**src/rtl/dac_watch_pkg.sv**
```systemverilog
// Package: shared encodings for the data address watchpoint comparator.
// Assumes status and enable vectors share the layout {2W, 2R, 1W, 1R}.
package dac_watch_pkg;

    typedef enum logic [1:0] {
        MODE_INDEP   = 2'd0,
        MODE_INSIDE  = 2'd1,
        MODE_OUTSIDE = 2'd2,
        MODE_MASKED  = 2'd3
    } cmp_mode_e;

    localparam int NUM_CMP  = 2;
    localparam int NUM_STS  = 2 * NUM_CMP;
    localparam int IDX_1R   = 0;
    localparam int IDX_1W   = 1;
    localparam int IDX_2R   = 2;
    localparam int IDX_2W   = 3;

    // Index of the read bit of comparator k in enable/status vectors.
    function automatic int rd_idx(input int k);
        return 2 * k;
    endfunction

    // Index of the write bit of comparator k in enable/status vectors.
    function automatic int wr_idx(input int k);
        return 2 * k + 1;
    endfunction

endpackage

```
**src/rtl/dac_addr_prep.sv**
```systemverilog
// Module: dac_addr_prep
// Builds the address used for comparison. A non-cache access that asks
// for forced alignment has its low SIZE bits cleared. A cache-management
// operation always keeps its full computed address.
// Assumes acc_size values above ADDR_W simply clear the whole address.
module dac_addr_prep #(
    parameter int ADDR_W = 32,
    parameter int SIZE_W = 3
) (
    input  logic [ADDR_W-1:0] raw_addr,
    input  logic              is_cache,
    input  logic              force_align,
    input  logic [SIZE_W-1:0] size_log2,
    output logic [ADDR_W-1:0] cmp_addr
);

    logic [ADDR_W-1:0] low_mask;
    logic              apply_align;

    // Thermometer mask covering the low size_log2 bits.
    always_comb begin
        low_mask = '0;
        for (int b = 0; b < ADDR_W; b++) begin
            if (b < int'(size_log2)) begin
                low_mask[b] = 1'b1;
            end
        end
    end

    // Alignment applies only to non-cache accesses that request it.
    always_comb begin
        apply_align = force_align && !is_cache;
    end

    // Select the aligned or the untouched address.
    always_comb begin
        if (apply_align) begin
            cmp_addr = raw_addr & ~low_mask;
        end else begin
            cmp_addr = raw_addr;
        end
    end

endmodule

```
**src/rtl/dac_match.sv**
```systemverilog
// Module: dac_match
// Compares the prepared address with the two compare registers under the
// selected arrangement and produces the status bits to set this cycle.
// Assumes the interval compare is unsigned, with an inclusive low bound
// and an exclusive high bound. In the paired modes only the enables of
// comparator 1 are used.
module dac_match
    import dac_watch_pkg::*;
#(
    parameter int ADDR_W = 32
) (
    input  logic [ADDR_W-1:0]  addr,
    input  logic [ADDR_W-1:0]  cmp1,
    input  logic [ADDR_W-1:0]  cmp2,
    input  logic [1:0]         mode,
    input  logic [NUM_STS-1:0] en,
    input  logic               valid,
    input  logic               is_write,
    output logic [NUM_STS-1:0] set_req
);

    logic [NUM_CMP-1:0][ADDR_W-1:0] cmp_regs;
    logic [NUM_CMP-1:0]             exact_hit;
    logic [NUM_CMP-1:0]             cmp_hit;
    logic [NUM_CMP-1:0]             en_rd;
    logic [NUM_CMP-1:0]             en_wr;
    logic                           above_low;
    logic                           below_high;
    logic                           inside_hit;
    logic                           mask_hit;
    logic                           pair_hit;
    cmp_mode_e                      mode_q;

    // Gather the compare registers so that the exact compares repeat.
    always_comb begin
        cmp_regs[0] = cmp1;
        cmp_regs[1] = cmp2;
        mode_q      = cmp_mode_e'(mode);
    end

    // One equality comparator per compare register.
    for (genvar k = 0; k < NUM_CMP; k++) begin : g_exact
        always_comb begin
            exact_hit[k] = (addr == cmp_regs[k]);
        end
    end

    // Interval bounds for the two range arrangements.
    always_comb begin
        above_low  = (addr >= cmp1);
        below_high = (addr < cmp2);
        inside_hit = above_low && below_high;
    end

    // Masked compare: only bits selected in cmp2 must agree with cmp1.
    always_comb begin
        mask_hit = (((addr ^ cmp1) & cmp2) == '0);
    end

    // Pair result for the selected paired arrangement.
    always_comb begin
        unique case (mode_q)
            MODE_INSIDE:  pair_hit = inside_hit;
            MODE_OUTSIDE: pair_hit = !inside_hit;
            MODE_MASKED:  pair_hit = mask_hit;
            default:      pair_hit = 1'b0;
        endcase
    end

    // Route per-comparator hits and enables according to the arrangement.
    always_comb begin
        if (mode_q == MODE_INDEP) begin
            cmp_hit = exact_hit;
            for (int k = 0; k < NUM_CMP; k++) begin
                en_rd[k] = en[rd_idx(k)];
                en_wr[k] = en[wr_idx(k)];
            end
        end else begin
            cmp_hit = {NUM_CMP{pair_hit}};
            en_rd   = {NUM_CMP{en[IDX_1R]}};
            en_wr   = {NUM_CMP{en[IDX_1W]}};
        end
    end

    // Qualify each comparator hit by access class and enable.
    for (genvar k = 0; k < NUM_CMP; k++) begin : g_qual
        always_comb begin
            set_req[rd_idx(k)] = valid && cmp_hit[k] && !is_write && en_rd[k];
            set_req[wr_idx(k)] = valid && cmp_hit[k] &&  is_write && en_wr[k];
        end
    end

endmodule

```
**src/rtl/dac_status.sv**
```systemverilog
// Module: dac_status
// Holds the sticky match status and the one-cycle event pulse.
// Assumes that a set wins over a clear on the same bit in the same cycle.
module dac_status
    import dac_watch_pkg::*;
(
    input  logic               clk,
    input  logic               rst_n,
    input  logic [NUM_STS-1:0] set_req,
    input  logic [NUM_STS-1:0] clr_req,
    output logic [NUM_STS-1:0] sts,
    output logic               evt
);

    logic [NUM_STS-1:0] sts_next;

    // Next status: clear the requested bits first, then apply the sets.
    always_comb begin
        sts_next = (sts & ~clr_req) | set_req;
    end

    // Status register with synchronous active-low reset.
    always_ff @(posedge clk) begin
        if (!rst_n) begin
            sts <= '0;
        end else begin
            sts <= sts_next;
        end
    end

    // Event pulse, high for the cycle after any bit is being set.
    always_ff @(posedge clk) begin
        if (!rst_n) begin
            evt <= 1'b0;
        end else begin
            evt <= |set_req;
        end
    end

endmodule

```
**src/rtl/dac_watch_top.sv**
```systemverilog
// Module: dac_watch_top
// Data address watchpoint comparator. It prepares the access address,
// matches it against two compare registers, and records sticky status
// along with an event pulse.
// Assumes the configuration inputs are held steady by the register owner.
module dac_watch_top
    import dac_watch_pkg::*;
#(
    parameter int ADDR_W = 32,
    parameter int SIZE_W = 3
) (
    input  logic              clk,
    input  logic              rst_n,
    input  logic [1:0]        cfg_mode,
    input  logic [3:0]        cfg_en,
    input  logic [ADDR_W-1:0] cfg_cmp1,
    input  logic [ADDR_W-1:0] cfg_cmp2,
    input  logic              acc_valid,
    input  logic [ADDR_W-1:0] acc_addr,
    input  logic              acc_is_write,
    input  logic              acc_is_cache,
    input  logic              acc_align,
    input  logic [SIZE_W-1:0] acc_size,
    input  logic [3:0]        clr_w1c,
    output logic [3:0]        sts,
    output logic              evt
);

    logic [ADDR_W-1:0]  cmp_addr;
    logic [NUM_STS-1:0] set_req;

    dac_addr_prep #(
        .ADDR_W (ADDR_W),
        .SIZE_W (SIZE_W)
    ) u_prep (
        .raw_addr    (acc_addr),
        .is_cache    (acc_is_cache),
        .force_align (acc_align),
        .size_log2   (acc_size),
        .cmp_addr    (cmp_addr)
    );

    dac_match #(
        .ADDR_W (ADDR_W)
    ) u_match (
        .addr     (cmp_addr),
        .cmp1     (cfg_cmp1),
        .cmp2     (cfg_cmp2),
        .mode     (cfg_mode),
        .en       (cfg_en),
        .valid    (acc_valid),
        .is_write (acc_is_write),
        .set_req  (set_req)
    );

    dac_status u_status (
        .clk     (clk),
        .rst_n   (rst_n),
        .set_req (set_req),
        .clr_req (clr_w1c),
        .sts     (sts),
        .evt     (evt)
    );

endmodule

```
**config.mk**
```make
export PLATFORM = sky130hd
export DESIGN_NAME = dac_watch_top
export DESIGN_NICKNAME = d
export VERILOG_FILES = /design/src/rtl/dac_watch_pkg.sv /design/src/rtl/dac_addr_prep.sv /design/src/rtl/dac_match.sv /design/src/rtl/dac_status.sv /design/src/rtl/dac_watch_top.sv
export SDC_FILE = /design/constraint.sdc
export NUM_CORES = 1
export LEC_CHECK = 0
export BUFFER_PORTS_ARGS = -buffer_cell sky130_fd_sc_hd__buf_2
export CORE_MARGIN = 3
export CORE_UTILIZATION = 46
export DETAILED_ROUTE_END_ITERATION = 10
export PLACE_DENSITY_LB_ADDON = 0.1
export SLEW_MARGIN = 20
export SYNTH_ARGS = -nofsm -noshare
export SYNTH_HDL_FRONTEND = slang
export SYNTH_SLANG_ARGS = --single-unit
```
**constraint.sdc**
```tcl
create_clock -name clk -period 3.1 [get_ports clk]
set_input_delay 0.62 -clock clk [delete_from_list [all_inputs] [get_ports clk]]
set_output_delay 0.62 -clock clk [all_outputs]
set_load 0.01 [all_outputs]
```
==> impl_metrics.tcl, run 1 <==
set metrics [dict create \
    syn_nets 484 \
    drv_cap 0 \
    htreeDepth 1 \
    yosysTopAreaCell "ha_1" \
    routedWlPerCell_um 12.6 \
    relSlewSlack_pct 70.0 \
    hold_class "reg -> reg" \
    stdcell_area_mm2 0.00291 \
    dpl_cell_area_mm2 0.00286 \
    clk_latency_ps 210 \
    ys_seq_elements 5 \
    crit_start "acc_align" \
    holdBufCountCts 0 \
    die_x_um 74.6 \
    ys_seq_area_share_pct 4.62 \
    root_buffer "clkbuf_8" \
    io_pins 120 \
    track_usage_pct 21.2 \
    drt_first_iter_violations 79 \
    synthXorXnorAreaFrac_pct 0 \
    synthSimpleGateAreaFrac_pct 21.9 \
    worst_pin_slew_ps 448 \
    r2r_end "u_status.sts[1]" \
    crit_fanout 5 \
    yosys_warnings 0 \
    synth_mux_area_share_pct 1.45 \
    cp_data_arrival_time_ps 3000 \
    die_height_um 74.6 \
    synthDistinctLibCells 38 \
    grt_pass1_wl_mm 9.48 \
    cts.sinks 5 \
    detail_route.first_pass.iterations 5 \
    grt_antenna_before_repair 0 \
    hpwlAfterDp_mm 5.70 \
    drc 0 \
    post-route-util_pct 65.4 \
    routed_wl_mm 6.12 \
    antenna_cells 0 \
    p_leak_uw 0.00173 \
    dieArea_mm2 0.00556 \
    crit_required_ps 3200 \
    final-hold-violation-count 0 \
    clockBufferDepth 2 \
    clk_pin_slew_ps 40 \
    yosys-top-cells-area "ha_1 (37%), inv_1 (12%), a21oi_1 (6.5%)" \
    ys.flop_type "dfxtp_1" \
    nets 613 \
    area_growth_pct 34.3 \
    cts_made_buffers 3 \
    crit_path_end_kind "flop" \
    netlist_area_mm2 0.00216 \
    cts-resized-gates 0 \
    num_vias 2542 \
    power.density_mw_per_mm2 188 \
    synth_top_area_share_pct 37.0 \
    synth_compound_area_share_pct 23.1 \
    synthAdderAreaFrac_pct 37.0 \
    port-buffer-count 119 \
    reg2regPathDepth 2 \
    reg2reg_slack_ps 2530 \
    async_flop_share_pct 0 \
    peakVddDrop_mv 0.186 \
    grt-ovfl-total 0 \
    grt_max_degree 7 \
    period_share_pct 93.5 \
    cp-start-kind "primary input" \
    initial_utilization_pct 48.7 \
    power_uw 546 \
    endpoint "u_status.sts[3]" \
    fmax_mhz 345 \
    cts_tree "done" \
    fin_worst_skew_ps 0 \
    fin_crit_ps 2900 \
    synth_edf_count 0 \
    viasPerCell 5.24 \
    drive_gt1_share_pct 30.3 \
    rsz0062_at_grt "false" \
    netlist_instances 305 \
    r2r_start "u_status.sts[1]" \
    cts_setup_buffers 0 \
    gp_congestion 0.944 \
    grt_pass1_vias 2254 \
    rows 24 \
    coreArea_mm2 0.00444 \
    status "complete, no violations" \
    crit_type "in -> reg" \
    fill_cells 432 \
    syn_area_per_cell_um2 7.10 \
    synth_top_family_by_area "adder cells" \
    maxSlewViolCount 0 \
    final-setup-viol-count 0 \
    ant_nets 0 \
]
registers in the layout (all words and copies together) (netlist names):
signal        count
u_status.evt      1
u_status.sts      4
kinds of logic after synthesis:
group / count (synthesis)
and+or+nand+nor: 86
DFF: 5
AOI/OAI and AO/OA: 78
adders and majority gates: 64
muxes: 3
buffers and inverters: 69
layout make-up:
class | instances | area (um^2) | area share [%]
Inverter | 69 | 259 | 8.91
Multi-Input combinational cell | 231 | 1810 | 62.1
Tap cell | 52 | 65.1 | 2.24
Clock buffer | 4 | 45.0 | 1.55
Timing Repair Buffer | 124 | 633 | 21.8
Sequential cell | 5 | 100 | 3.44
layout by cell type (no fill, tap or decap), drive strengths merged, types with 2 or more instances in the layout:
| cell type | n |
|---|---|
| buf | 124 |
| inv | 69 |
| ha | 64 |
| a21oi | 28 |
| nand2 | 23 |
| nand2b | 14 |
| o21ai | 14 |
| nand4 | 12 |
| nor2 | 8 |
| o22ai | 7 |
| a21o | 6 |
| nor3 | 6 |
| o21a | 5 |
| dfxtp | 5 |
| o2111ai | 4 |
| nor4 | 4 |
| nand3 | 4 |
| nand3b | 4 |
| clkbuf | 4 |
| and4 | 3 |
| a221oi | 3 |
| nor2b | 2 |
| o211ai | 2 |
| a221o | 2 |
| or4 | 2 |
| mux2i | 2 |
| or3 | 2 |
| and2 | 2 |
synthesized netlist by cell type (4+ instances only):
master / number
a21o_1: 6
o21ai_0: 14
a21oi_1: 28
nor2_1: 8
nand3b_1: 4
nor4_1: 4
dfxtp_1: 5
o22ai_1: 7
nand2_1: 23
o2111ai_1: 4
inv_1: 69
nand4_1: 11
nand2b_1: 14
nor3_1: 5
ha_1: 64
o21a_1: 5
nand3_1: 4
worst max-delay path: stages:
cell	delay (ps)
buf_2	80
nor2b_1	190
a41oi_1	200
ha_1	340
nand2_1	60
or4_1	510
a21oi_1	150
o41ai_1	100
a221oi_2	300
mux2i_1	220
buf_4	150
o21ai_0	80
per-layer routing:
metal	track usage [%]	part of all wire, %	vias to the layer above	routed length [um]
met1	29.4	48	1083	2920
met4	0.988	0.28	0	17
met3	1.62	6.6	4	404
li1	-	-	1354	-
met2	37.5	45	101	2780
met5	0	0	-	0
where the power goes:
part	switching, uW	leakage [uW]	internal [uW]
sequential	0.654	0.0000405	66.7
clock	30.2	0.0000228	88.1
combinational	183	0.00167	177
total	214	0.00173	332
stage by stage:
stage	setup slack, ps	setup TNS, ps	instances	hold WS (ps)
2_1_floorplan	255	0	305	509
3_3_place_gp	-34.8	-134	481	473
3_5_place_dp	-36.0	-126	481	470
4_1_cts	165	0	485	481
5_1_grt	5.48	0	485	511
6_report	201	0	485	475
how the worst min path moves through the flow:
stage | startpoint | to | cells after the start
final | u_status.sts[0] | u_status.sts[0] | 2
after global routing | u_status.sts[1] | u_status.sts[1] | 2
after CTS | u_status.sts[0] | u_status.sts[0] | 2
after detailed placement | u_status.sts[0] | u_status.sts[0] | 2
after global placement | u_status.sts[0] | u_status.sts[0] | 2
after floorplan | u_status.sts[0] | u_status.sts[0] | 2
Power figures use the tool's default switching activity.
==> run 2, diff against run 1 <==
- CORE_MARGIN: 3 -> default
- CORE_UTILIZATION: 46 -> 42
- clock period: 3.1 -> 2.4 ns (I/O delays scaled with it)
==> run 2 against run 1 <==
Compared with the run above: the flow now finishes with violations (negative setup slack); cell count grew 19%; critical endpoint is now u_status.sts[0]; register-to-register slack lost 700 ps; die area shrank 2.1%; non-clock buffer count grew 78; critical path type unchanged; clock power grew 31%; flip-flop and latch count is the same.
==> impl_metrics.tcl, run 2 (same netlist as run 1, synthesis figures left out) <==
set metrics [dict create \
    routedWlPerCell_um 11.6 \
    dieArea_mm2 0.00544 \
    drt_first_iter_violations 74 \
    fin_ws_ps -303 \
    hpwlAfterDp_mm 6.08 \
    relSlewSlack_pct 67.6 \
    stdcell_area_mm2 0.00361 \
    clk_latency_ps 220 \
    ant_nets 0 \
    path_common_cell "nand2_2" \
    cp-start-kind "primary input" \
    grt_antenna_before_repair 0 \
    cp_cell_sequence "buf_6, nor2b_4, nand2_2, o21a_1, ha_4, nand2_2, or4_4, nor3_4, a2111oi_4, a221oi_2, mux2i_2, o21ai_1" \
    seqPwrFrac_pct 10.1 \
    port-buffer-count 119 \
    cpPeakStageDelay_ps 450 \
    crit_path_end_kind "flop" \
    rows 25 \
    cts_tree "done" \
    grt_pass1_wl_mm 10.6 \
    period_share_pct 113 \
    nets 691 \
    regMostFlops "u_status.sts" \
    cts_setup_buffers 0 \
    holdBufCountCts 0 \
    maxSlewViolCount 0 \
    antenna_cells 0 \
    viasPerCell 4.93 \
    crit_fanout 5 \
    root_buffer "clkbuf_8" \
    crit_type "in -> reg" \
    grt_pass1_vias 2659 \
    htreeDepth 1 \
    internal_power_uw 541 \
    final-hold-violation-count 0 \
    fin_worst_skew_ps 0 \
    p_leak_uw 0.00214 \
    detail_route.first_pass.iterations 5 \
    cp_data_arrival_time_ps 2810 \
    power.clock.fraction_pct 18.1 \
    dpl_cell_area_mm2 0.00349 \
    initial_utilization_pct 44.6 \
    grt-ovfl-total 0 \
    grt_max_degree 6 \
    peakVddDrop_mv 0.156 \
    clockBufferDepth 2 \
    fin_crit_ps 2700 \
    largest_reg_flops 4 \
    fin_cells 578 \
    rsz0062_at_grt "true" \
    drv_cap 0 \
    cts.sinks 5 \
    violations "negative setup slack" \
    worst_pin_slew_ps 481 \
    die_height_um 73.8 \
    crit_required_ps 2500 \
    num_vias 2848 \
    drive_gt1_share_pct 43.4 \
    fmax_mhz 370 \
    cpMaxStageDelayCell "or4_4" \
    hold_class "reg -> reg" \
    final-setup-viol-count 5 \
    track_usage_pct 24.9 \
    io_pins 120 \
    place_inst 574 \
    power_uw 860 \
    reg_top3 "u_status.sts: 4 flops, u_status.evt: 1 flops" \
    gp_congestion 0.880 \
    routed_wl_mm 6.70 \
    final_common_cell "buf_2" \
    clk_pin_slew_ps 40 \
    p_sw_uw 319 \
    die_x_um 73.8 \
    final_cell_mix "buf_2 (117), buf_4 (83), inv_1 (69), ha_1 (62), a21oi_1 (26)" \
    status "finished, violations left" \
    power.density_mw_per_mm2 238 \
    coreArea_mm2 0.00485 \
    cts_made_buffers 3 \
    p_comb_share_pct 71.8 \
    drc 0 \
    area_growth_pct 66.8 \
    p_sw_share_pct 37.1 \
]
[run 2: changes by cell type in the layout (fill, tap and decap cells not counted), sizes merged]
cell  change
buf      +78
[run 2: worst max-delay path, delay by kind of cell]
kind | cells | cell delay (ps)
fa+ha+maj | 1 | 280
compound gates | 4 | 700
simple gates | 5 | 920
mux | 1 | 350
buf+inv | 1 | 70
[run 2: power by group through the flow]
stage	Combinational, uW	Clock [uW]	Sequential (uW)
6_report	617	155	87.1
5_1_grt	688	160	87.3
4_1_cts	603	158	87.0
3_5_place_dp	595	0	88.3
3_3_place_gp	583	0	88.1
2_1_floorplan	272	0	89.6
[run 2: path summary, 6_finish.rpt]
path	depth (start not counted)	end	slack (ps)	start
max	12	u_status.sts[0]	-300	acc_align
max reg2reg	2	u_status.sts[1]	1830	u_status.sts[1]
min reg2reg	2	u_status.sts[0]	480	u_status.sts[0]
min	2	u_status.sts[0]	480	u_status.sts[0]
[run 2: final cells by class]
type	instances	area (um^2)
clock buffers	4	45.0
fillers	424	1240
inverters	69	259
multi-input cells	231	1890
flip-flops and latches	5	100
well taps	67	83.8
repair buffers	202	1230
[run 2: layer usage]
| metal | share of wire [%] | GRT usage [%] | up-vias |
|---|---|---|---|
| met5 | 0 | 0 | - |
| met1 | 48 | 31.9 | 1231 |
| met4 | 0.73 | 4.27 | 0 |
| met2 | 46 | 46.2 | 102 |
| met3 | 5.1 | 0.960 | 8 |
| li1 | - | - | 1507 |
[run 2: metrics by stage]
stage               util, %  hold slack [ps]  TNS [ps]  worst slack [ps]
floorplan                 -              500      -989              -200
global placement       72.1              474     -2280              -458
detailed placement     72.1              482     -2600              -524
CTS                    73.4              488     -1450              -294
global route           74.5              504     -2390              -480
finish                 74.5              483     -1450              -303
[run 2: timing repair]
action	in CTS	in global routing
gates resized for setup	4	11
endpoints found under the setup margin	5	5
pin swaps	0	2
==> run 3, diff against run 2 <==
- GPL_TIMING_DRIVEN: default -> 0
==> run 3 against run 2 <==
Compared with the run above: the flow still finishes with violations (negative setup slack); non-clock buffer count decreased by 82; clock power about the same; sequential power hardly changed; power fell by 18%; wire length shrank 13%; core utilization is 13 points lower; flip-flop and latch count unchanged.
==> impl_metrics.tcl, run 3 (same netlist as run 1, synthesis figures left out) <==
set metrics [dict create \
    status "finished, violations left" \
    violations "negative setup slack" \
    die_x_um 73.8 \
    cts_tree "done" \
    cts_made_buffers 3 \
    cpMaxStageDelayCell "or4_4" \
    detail_route.first_pass.iterations 4 \
    final-setup-viol-count 5 \
    stdcell_area_mm2 0.00296 \
    cp_cell_sequence "buf_6, nor2b_4, nand2_1, o21a_1, ha_1, nand2_1, or4_4, nor3_4, a2111oi_4, a221oi_2, mux2i_2, o21ai_1" \
    antenna_cells 0 \
    cts.sinks 5 \
    reg_top3 "u_status.sts: 4 flops, u_status.evt: 1 flops" \
    largest_reg_flops 4 \
    grt_max_degree 7 \
    path_common_cell "nand2_1" \
    htreeDepth 1 \
    rsz0062_at_grt "true" \
    maxSlewViolCount 0 \
    rows 25 \
    grt-ovfl-total 0 \
    port-buffer-count 119 \
    cp-start-kind "primary input" \
    routedWlPerCell_um 11.8 \
    final_cell_mix "buf_2 (117), inv_1 (69), ha_1 (64), a21oi_1 (27), nand2_1 (23)" \
    regMostFlops "u_status.sts" \
    coreArea_mm2 0.00485 \
    crit_fanout 5 \
    cpPeakStageDelay_ps 450 \
    fin_worst_skew_ps 0 \
    tns_ps -1680 \
    num_vias 2462 \
    grt_antenna_before_repair 0 \
    grt_pass1_wl_mm 9.19 \
    drv_cap 0 \
    drt_first_iter_violations 73 \
    crit_path_end_kind "flop" \
    root_buffer "clkbuf_8" \
    clk_pin_slew_ps 30 \
    area_growth_pct 36.9 \
    clk_latency_ps 220 \
    cp_top_family "simple AND/OR/NAND/NOR gates" \
    final_common_cell "buf_2" \
    viasPerCell 4.96 \
    io_pins 120 \
    fmax_mhz 364 \
    use_met2_pct 37.4 \
    crit_required_ps 2500 \
    dpl_cell_area_mm2 0.00287 \
    clockBufferDepth 2 \
    worst_pin_slew_ps 478 \
    fin_crit_ps 2750 \
    busiest_layer "met2" \
    final-hold-violation-count 0 \
    initial_utilization_pct 44.6 \
    nets 609 \
    hold_class "reg -> reg" \
    gp_congestion 0.854 \
    peakVddDrop_mv 0.170 \
    post-route-util_pct 61.1 \
    routed_wl_mm 5.83 \
    grt_pass1_vias 2300 \
    relSlewSlack_pct 67.8 \
    drc 0 \
    track_usage_pct 21.5 \
    period_share_pct 114 \
    use_met1_pct 29.5 \
    drive_gt1_share_pct 31.2 \
    hpwlAfterDp_mm 5.35 \
    power.density_mw_per_mm2 239 \
    die_height_um 73.8 \
    crit_type "in -> reg" \
    use_met3_pct 1.10 \
    cp_data_arrival_time_ps 2840 \
    cp.buffers_inverters 1 \
    p_leak_uw 0.00175 \
    fin_ws_ps -347 \
    ant_nets 0 \
    dieArea_mm2 0.00544 \
]
==> run 3: worst paths after layout <==
path	start	to	slack [ps]	cells after the start
worst min-delay path	u_status.sts[3]	u_status.sts[3]	470	2
worst max register to register	u_status.sts[2]	u_status.sts[2]	1810	2
worst max-delay path	acc_is_cache	u_status.sts[1]	-350	12
worst min register to register	u_status.sts[3]	u_status.sts[3]	470	2
==> run 3: power breakdown <==
part	switching, uW	internal, uW	leakage (uW)	total, uW
Combinational	241	227	0.00168	468
Sequential	0.845	86.2	0.0000405	87.0
Clock	39.1	114	0.0000228	153
==> run 3: metal layers <==
| layer | wire length [um] | part of all wire [%] | vias to the layer above |
|---|---|---|---|
| met1 | 2900 | 50 | 1033 |
| met2 | 2590 | 44 | 86 |
| met3 | 314 | 5.4 | 4 |
| met4 | 30 | 0.51 | 0 |
| met5 | 0 | 0 | - |
| li1 | - | - | 1339 |
==> run 3: cell type report <==
| class | instances | area (um^2) |
|---|---|---|
| inverter | 69 | 259 |
| timing repair buffer | 120 | 616 |
| multi-input combinational | 231 | 1860 |
| fill | 484 | 1890 |
| sequential | 5 | 100 |
| tap | 67 | 83.8 |
| clock buffer | 4 | 45.0 |
==> run 3: timing repair <==
| item | CTS | global route |
|---|---|---|
| resized for setup | 1 | 6 |
| pin swaps | 0 | 3 |
| setup endpoints to repair | 5 | 5 |
| setup buffers | 1 | 0 |
| hold buffers | 0 | 0 |
| cloned | 0 | 0 |
| endpoints found under the hold margin | 0 | 0 |
==> run 3: tightest hold or removal path, delay by kind of cell, from the launching register on <==
family | cells | cell delay, ps
AO/OA/AOI/OAI | 1 | 50
flip-flops | 1 | 290
AND/OR/NAND/NOR | 1 | 80
==> run 3: stage by stage <==
step                      setup slack (ps)  power, uW  cells  hold WS (ps)
after floorplan                       -200        361    305           500
after global placement                -627        540    491           473
after detailed placement              -655        544    491           473
after CTS                             -354        703    496           479
after global routing                  -488        782    496           483
final                                 -347        708    496           475
